File: config.mk
export PLATFORM = sky130hd
export DESIGN_NAME = simt_reconv_stack
export DESIGN_NICKNAME = d
export VERILOG_FILES = /design/src/rtl/simt_reconv_pkg.sv /design/src/rtl/simt_tok_lifo.sv /design/src/rtl/simt_path_sel.sv /design/src/rtl/simt_reconv_stack.sv
export SDC_FILE = /design/constraint.sdc
export NUM_CORES = 1
export LEC_CHECK = 0
export ABC_CLOCK_PERIOD_IN_PS = 9300
export BUFFER_PORTS_ARGS = -buffer_cell sky130_fd_sc_hd__buf_2
export CAP_MARGIN = 10
export CORE_MARGIN = 5
export CORE_UTILIZATION = 45
export CTS_BUF_LIST = sky130_fd_sc_hd__clkbuf_2 sky130_fd_sc_hd__clkbuf_4 sky130_fd_sc_hd__clkbuf_8
export CTS_CLUSTER_SIZE = 28
export DETAILED_ROUTE_END_ITERATION = 16
export GPL_TIMING_DRIVEN = 1
export PLACE_DENSITY = 0.59
export SLEW_MARGIN = 20
export SYNTH_ARGS = -nofsm -noshare
export SYNTH_HDL_FRONTEND = slang
export SYNTH_HIERARCHICAL = 1
export SYNTH_SLANG_ARGS = --single-unit
File: constraint.sdc
create_clock -name clk -period 9.3 [get_ports clk]
set_input_delay 0.465 -clock clk [delete_from_list [all_inputs] [get_ports clk]]
set_output_delay 0.465 -clock clk [all_outputs]
set_load 0.02 [all_outputs]
File: src/rtl/simt_reconv_pkg.sv
package simt_reconv_pkg;
   typedef enum logic [2:0] {
      EV_NONE = 3'd0,
      EV_SYNC = 3'd1,
      EV_BRA  = 3'd2,
      EV_JOIN = 3'd3,
      EV_CALL = 3'd4,
      EV_RET  = 3'd5
   } ev_kind_e;

   typedef enum logic [1:0] {
      TK_SYNC = 2'd0,
      TK_DIV  = 2'd1,
      TK_CALL = 2'd2
   } tok_kind_e;

   localparam int unsigned TOK_KIND_W = 2;
endpackage

File: src/rtl/simt_tok_lifo.sv
module simt_tok_lifo #(
   parameter int unsigned W     = 66,
   parameter int unsigned DEPTH = 16
) (
   input  logic         clk,
   input  logic         rst_n,
   input  logic         push,
   input  logic         pop,
   input  logic [W-1:0] push_data,
   output logic [W-1:0] top_data,
   output logic         empty,
   output logic         full
);
   localparam int unsigned CNT_W = $clog2(DEPTH + 1);
   localparam int unsigned IDX_W = (DEPTH > 1) ? $clog2(DEPTH) : 1;

   generate
      if (DEPTH < 2) begin : g_bad_depth
         $error("simt_tok_lifo: DEPTH must be at least 2");
      end
      if (W < 3) begin : g_bad_width
         $error("simt_tok_lifo: W too small for a token");
      end
   endgenerate

   logic [W-1:0]     mem [DEPTH];
   logic [CNT_W-1:0] cnt;
   logic [IDX_W-1:0] wr_idx;
   logic [IDX_W-1:0] rd_idx;
   logic             push_ok;
   logic             pop_ok;

   assign empty    = (cnt == '0);
   assign full     = (cnt == CNT_W'(DEPTH));
   assign wr_idx   = IDX_W'(cnt);
   assign rd_idx   = IDX_W'(cnt - 1'b1);
   assign push_ok  = push && !full;
   assign pop_ok   = pop && !empty && !push;
   assign top_data = empty ? '0 : mem[rd_idx];

   always_ff @(posedge clk) begin
      if (!rst_n) begin
         cnt <= '0;
      end else if (push_ok) begin
         cnt <= cnt + 1'b1;
      end else if (pop_ok) begin
         cnt <= cnt - 1'b1;
      end
   end

   always_ff @(posedge clk) begin
      if (push_ok) begin
         mem[wr_idx] <= push_data;
      end
   end

   // a successful save shows up as the newest token one edge later
   p_push_top_r2: assert property (@(posedge clk) disable iff (!rst_n)
      (push && !full) |=> (top_data == $past(push_data)));

   // a refused save leaves the newest token as it was
   p_no_overflow_r8: assert property (@(posedge clk) disable iff (!rst_n)
      (push && full) |=> (top_data == $past(top_data)) && full);

   // occupancy never exceeds the configured depth
   p_depth_bound_r8: assert property (@(posedge clk) disable iff (!rst_n)
      cnt <= CNT_W'(DEPTH));

   // a refused removal leaves the store empty
   p_no_underflow_r9: assert property (@(posedge clk) disable iff (!rst_n)
      (pop && empty) |=> empty);

   // with no request the occupancy holds
   p_idle_hold_r10: assert property (@(posedge clk) disable iff (!rst_n)
      (!push && !pop) |=> $stable(cnt));

   // selector never asks for both in one cycle
   p_one_req_r7: assert property (@(posedge clk) disable iff (!rst_n)
      !(push && pop));
endmodule

File: src/rtl/simt_path_sel.sv
module simt_path_sel
   import simt_reconv_pkg::*;
#(
   parameter int unsigned PC_W  = 32,
   parameter int unsigned LANES = 32,
   parameter int unsigned TOK_W = PC_W + TOK_KIND_W + LANES
) (
   input  ev_kind_e           kind,
   input  logic [PC_W-1:0]    seq_pc,
   input  logic [PC_W-1:0]    tgt_pc,
   input  logic [LANES-1:0]   cur_mask,
   input  logic [LANES-1:0]   pred_mask,
   input  logic [TOK_W-1:0]   top_tok,
   input  logic               empty,
   output logic [PC_W-1:0]    next_pc,
   output logic [LANES-1:0]   next_mask,
   output logic               push_req,
   output logic               pop_req,
   output logic [TOK_W-1:0]   push_tok
);
   logic [LANES-1:0] taken;
   logic [LANES-1:0] stay;
   logic [PC_W-1:0]  top_addr;
   logic [LANES-1:0] top_mask;
   tok_kind_e        top_kind;

   for (genvar l = 0; l < LANES; l++) begin : g_lane
      assign taken[l] = pred_mask[l] & cur_mask[l];
      assign stay[l]  = ~pred_mask[l] & cur_mask[l];
   end

   assign top_mask = top_tok[LANES-1:0];
   assign top_kind = tok_kind_e'(top_tok[LANES +: TOK_KIND_W]);
   assign top_addr = top_tok[LANES + TOK_KIND_W +: PC_W];

   always_comb begin
      next_pc   = seq_pc;
      next_mask = cur_mask;
      push_req  = 1'b0;
      pop_req   = 1'b0;
      push_tok  = '0;
      case (kind)
         EV_SYNC: begin
            push_req = 1'b1;
            push_tok = {tgt_pc, TK_SYNC, cur_mask};
         end
         EV_BRA: begin
            if ((|taken) && (|stay)) begin
               push_req  = 1'b1;
               push_tok  = {seq_pc, TK_DIV, stay};
               next_pc   = tgt_pc;
               next_mask = taken;
            end else if (|taken) begin
               next_pc = tgt_pc;
            end
         end
         EV_JOIN: begin
            if (empty) begin
               pop_req = 1'b1;
            end else if (top_kind == TK_DIV) begin
               pop_req   = 1'b1;
               next_pc   = top_addr;
               next_mask = top_mask;
            end else if (top_kind == TK_SYNC) begin
               pop_req   = 1'b1;
               next_mask = top_mask;
            end
         end
         EV_CALL: begin
            push_req = 1'b1;
            push_tok = {seq_pc, TK_CALL, cur_mask};
            next_pc  = tgt_pc;
         end
         EV_RET: begin
            pop_req = 1'b1;
            if (!empty) begin
               next_pc   = top_addr;
               next_mask = top_mask;
            end
         end
         default: ;
      endcase
   end
endmodule

File: src/rtl/simt_reconv_stack.sv
module simt_reconv_stack
   import simt_reconv_pkg::*;
#(
   parameter int unsigned PC_W  = 32,
   parameter int unsigned LANES = 32,
   parameter int unsigned DEPTH = 16
) (
   input  logic             clk,
   input  logic             rst_n,
   input  logic [2:0]       ev_kind,
   input  logic [PC_W-1:0]  cur_pc,
   input  logic [PC_W-1:0]  seq_pc,
   input  logic [PC_W-1:0]  tgt_pc,
   input  logic [LANES-1:0] cur_mask,
   input  logic [LANES-1:0] pred_mask,
   output logic [PC_W-1:0]  next_pc,
   output logic [LANES-1:0] next_mask,
   output logic             overflow,
   output logic             underflow
);
   localparam int unsigned TOK_W = PC_W + TOK_KIND_W + LANES;

   generate
      if (LANES < 1 || PC_W < 2) begin : g_bad_cfg
         $error("simt_reconv_stack: LANES and PC_W out of range");
      end
   endgenerate

   logic [TOK_W-1:0] push_tok;
   logic [TOK_W-1:0] top_tok;
   logic             push_req;
   logic             pop_req;
   logic             empty;
   logic             full;
   logic [PC_W-1:0]  unused_pc;

   assign unused_pc = cur_pc;

   simt_path_sel #(.PC_W(PC_W), .LANES(LANES), .TOK_W(TOK_W)) sel_i (
      .kind      (ev_kind_e'(ev_kind)),
      .seq_pc    (seq_pc),
      .tgt_pc    (tgt_pc),
      .cur_mask  (cur_mask),
      .pred_mask (pred_mask),
      .top_tok   (top_tok),
      .empty     (empty),
      .next_pc   (next_pc),
      .next_mask (next_mask),
      .push_req  (push_req),
      .pop_req   (pop_req),
      .push_tok  (push_tok)
   );

   simt_tok_lifo #(.W(TOK_W), .DEPTH(DEPTH)) lifo_i (
      .clk       (clk),
      .rst_n     (rst_n),
      .push      (push_req),
      .pop       (pop_req),
      .push_data (push_tok),
      .top_data  (top_tok),
      .empty     (empty),
      .full      (full)
   );

   assign overflow  = push_req && full;
   assign underflow = pop_req && empty;

   // events that do not restore a token never widen the lane set
   p_mask_subset_r3: assert property (@(posedge clk) disable iff (!rst_n)
      (ev_kind == 3'd0 || ev_kind == 3'd1 || ev_kind == 3'd2 || ev_kind == 3'd4)
      |-> ((next_mask & ~cur_mask) == '0));

   // the two error flags are exclusive
   p_flag_excl_r9: assert property (@(posedge clk) disable iff (!rst_n)
      !(overflow && underflow));

   // idle cycles pass the sequential address through
   p_idle_pass_r10: assert property (@(posedge clk) disable iff (!rst_n)
      (ev_kind == 3'd0) |-> (next_pc == seq_pc && next_mask == cur_mask && !overflow && !underflow));
endmodule

==> key figures <==
Clocking
  – Clock Latency Late Sink: 0.81 ns
  – Hold buffers post-CTS: 1
  – CTS sink count: 1061
  – Root Driver: clkbuf_8
  – Total CTS buffers: 168
  – Gates resized, CTS repair: 0
  – Bufs on Longest Clock Path: 3
  – Post-CTS Setup Bufs: 0
  – H-tree depth: 4
  – CTS tree: done
  – Worst-path clk slew: 0.06 ns

Timing
  – Minimum clock period after layout: 6.27 ns
  – Worst Clk Skew: between 0.03 and 0.04 ns
  – Final Max Slew Viols: 0
  – RSZ-0062 raised after global routing: false
  – Final hold vios: 0
  – Max Clk Rate: about 160 MHz
  – Tcrit/Tclk final: 0.675
  – Final setup margin: just over 3 ns
  – Least-Margin Pin Slew: ~1.2 ns
  – Rel. slew slack: 0.232
  – Final setup vio count: 0
  – Setup tns final: 0 ns

Yosys
  – Cells after Synth: 2156
  – Synth area leader: edfxtp_1
  – Post-Syn Nets: ~2300
  – Post-synth top cells: 1056 x edfxtp_1, 264 x mux4_2, 170 x a21oi_1
  – Post-synth EDFFs: 1056
  – Synth Register Bits: about 1100
  – Syn avg cell area: 19.9 um2
  – Most frequently used flop master after synthesis: edfxtp_1
  – Most numerous cell in the Yosys netlist: edfxtp_1
  – Yosys cell types: between 50 and 60
  – Post-Syn Area: ~43000 um2
  – Area share of the leading cell type in the synthesized netlist: 0.738
  – Synth warnings: 6
  – Asr flop ratio synth: 0
  – Ranking of synthesized cells by area: edfxtp_1 74%, mux4_2 14%, a22oi_1 2.0%, a21oi_1 2.0%, nor2b_1 1.4%
  – Post-synthesis sequential area ratio: 0.740

Floorplan
  – Placement row count: about 110
  – Die footprint: around 100000 um2
  – DIE WIDTH: 319 um
  – I/O pins: between 200 and 250
  – Die Y: 319 um
  – Core area: ~95000 um2
  – Initial Util: 0.453

Worst setup path
  – CP Capture Type: output pin
  – Worst path most repeated cell: a21oi_1
  – Delay-heaviest family, CP: compound AO/OA/AOI/OAI gates
  – CP endpoint: next_pc[8]
  – Crit Reg-Reg Startpoint: lifo_i/cnt[0]$_SDFFE_PN0P_
  – WS Path Type: reg2out
  – Critical path launch point type: flip-flop
  – RR Endpoint: lifo_i/mem[0][65]$_DFFE_PP_
  – Worst EP required: approximately 9 ns
  – CP max stage delay: 0.91 ns
  – Worst Path Arrival: 5.81 ns
  – Bufs and invs on worst path: 3
  – Crit path max-delay cell type: dfxtp_4
  – CP Depth: 12
  – R2r worst-path depth: 7
  – Worst-path maximum fanout: 50
  – Worst setup path startpoint: lifo_i/cnt[0]$_SDFFE_PN0P_
  – Worst-path cell chain: inv_1, ha_4, buf_4, mux4_2, a22oi_1, a21oi_1, nand3_1, o21ba_2, nand2_1, a21oi_1, a221o_1, buf_2
  – Reg-to-reg slack, setup: 4.63 ns

Final layout
  – Finished Cell Area: between 40000 and 50000 um2
  – Layout Nets: 2594
  – Synthesis-to-finish area growth: 13.3%
  – Share of cells above drive strength 1: 0.317

Status
  – Status: finished clean

Worst hold path
  – Hold Crit Class: in2reg

Placed design
  – DP Worst Slack: 3.73 ns
  – DP Area: between 40000 and 50000 um2
  – IO buf count: approximately 200
  – HPWL Detailed: roughly 59 mm
  – GP Congestion: about 0.96

Drt
  – Vias/cell: slightly above 6
  – DRT met1 WL: between 40 and 50 mm
  – Met3 WL post-DR: 8.34 mm
  – Max Used Layer: met5
  – Vias: roughly 23000
  – DRT Pass-1 Iters: 5
  – Avg WL per Cell: around 29 um
  – DRC: 0
  – Routed WL: 111 mm
  – Antenna-violating nets left: 0
  – First-iteration detailed-routing DRC count: ~2500
  – Met2 wire len: approximately 54 mm

Power
  – PwrDens: between 200 and 250 nW/um2
  – VDD IR-drop max: between 0.2 and 0.3 mV
  – Total power: roughly 12 mW
  – Static Leak: between 15 and 20 nW

Global route
  – First-pass GRT wire length: 162 mm
  – Vias in the first global route: 24100
  – Largest net degree at the start of global routing: about 130
  – GRT Residual Overflow: 0
  – Gr usage total: 0.215
  – Initial antenna violation count: 5

Run
  – Max-cap violations: 0
-- sequential cells by signal, indices dropped and copies added (netlist names) --
signal      cells
lifo_i/cnt      5
lifo_i/mem   1056
-- layout by cell type, fill, tap and decap left out, types with 5 or more instances in the layout --
cell	n
edfxtp_1	1056
mux4_2	264
buf_2	198
clkbuf_8	170
a21oi_1	166
a22oi_1	114
nor2b_1	98
nand2_1	74
clkbuf_4	62
buf_4	43
a22o_1	36
clkinv_1	33
a221o_1	32
o311ai_0	32
a32o_1	28
nor2_4	15
clkinv_2	10
nand2b_1	8
nor4_1	8
and2_1	6
nand4_1	6
clkinvlp_4	5
nor2_1	5
inv_1	5
-- through the flow --
step / util / hold slack, ns / instances
detailed placement: 0.478 / 0.661 / 3517
CTS: 0.512 / 0.284 / 3810
global placement: 0.478 / 0.623 / 3517
finish: 0.513 / 0.355 / 3815
floorplan: - / 0.563 / 2156
global route: 0.513 / 0.348 / 3814
-- area by class of cell --
type / count / area (um2)
fillers: 7610 / 46200
flip-flops and latches: 1061 / 31800
multi-input cells: 943 / 10600
clock buffers: 232 / 2810
well taps: 1265 / 1580
repair buffers: 246 / 1400
clock inverters: 60 / 405
inverters: 5 / 18.8
diodes: 3 / 7.51
-- worst register-to-register path, cell delays in order (launching register included) --
cell,delay [ns]
dfxtp_4,0.59
inv_1,0.29
ha_4,0.28
nor4b_4,0.27
buf_4,0.62
buf_4,0.69
and2_4,0.88
buf_4,0.67
-- metal layers --
metal,vias to the layer above,track usage
met2,1065,0.350
met1,12400,0.303
met4,2,0.0661
met5,-,0
li1,9693,-
met3,185,0.0366
-- report_power, final --
group,switching [mW],internal [mW]
logic,1.63,0.963
registers,0.0444,5.41
clock network,1.76,2.04
total,3.43,8.41
-- cells by family after synthesis --
logic type / synth area share
flops: 0.740
compound gates: 0.0715
mux: 0.139
simple gates: 0.0304
buf+inv: 0.0174
fa+ha+maj: 0.00117
xor+xnor: 0.000408
-- worst min-delay path by stage --
stage / startpoint / to / slack [ns] / cells past startpoint
finish: seq_pc[19] / lifo_i/mem[0][53]$_DFFE_PP_ / 0.36 / 2
global route: seq_pc[24] / lifo_i/mem[3][58]$_DFFE_PP_ / 0.35 / 2
CTS: seq_pc[19] / lifo_i/mem[0][53]$_DFFE_PP_ / 0.28 / 2
detailed placement: lifo_i/cnt[1]$_SDFFE_PN0P_ / lifo_i/cnt[1]$_SDFFE_PN0P_ / 0.66 / 2
global placement: lifo_i/cnt[1]$_SDFFE_PN0P_ / lifo_i/cnt[1]$_SDFFE_PN0P_ / 0.62 / 2
floorplan: lifo_i/cnt[1]$_SDFFE_PN0P_ / lifo_i/cnt[1]$_SDFFE_PN0P_ / 0.56 / 2
Note: power is estimated with default switching activity, not from simulation.
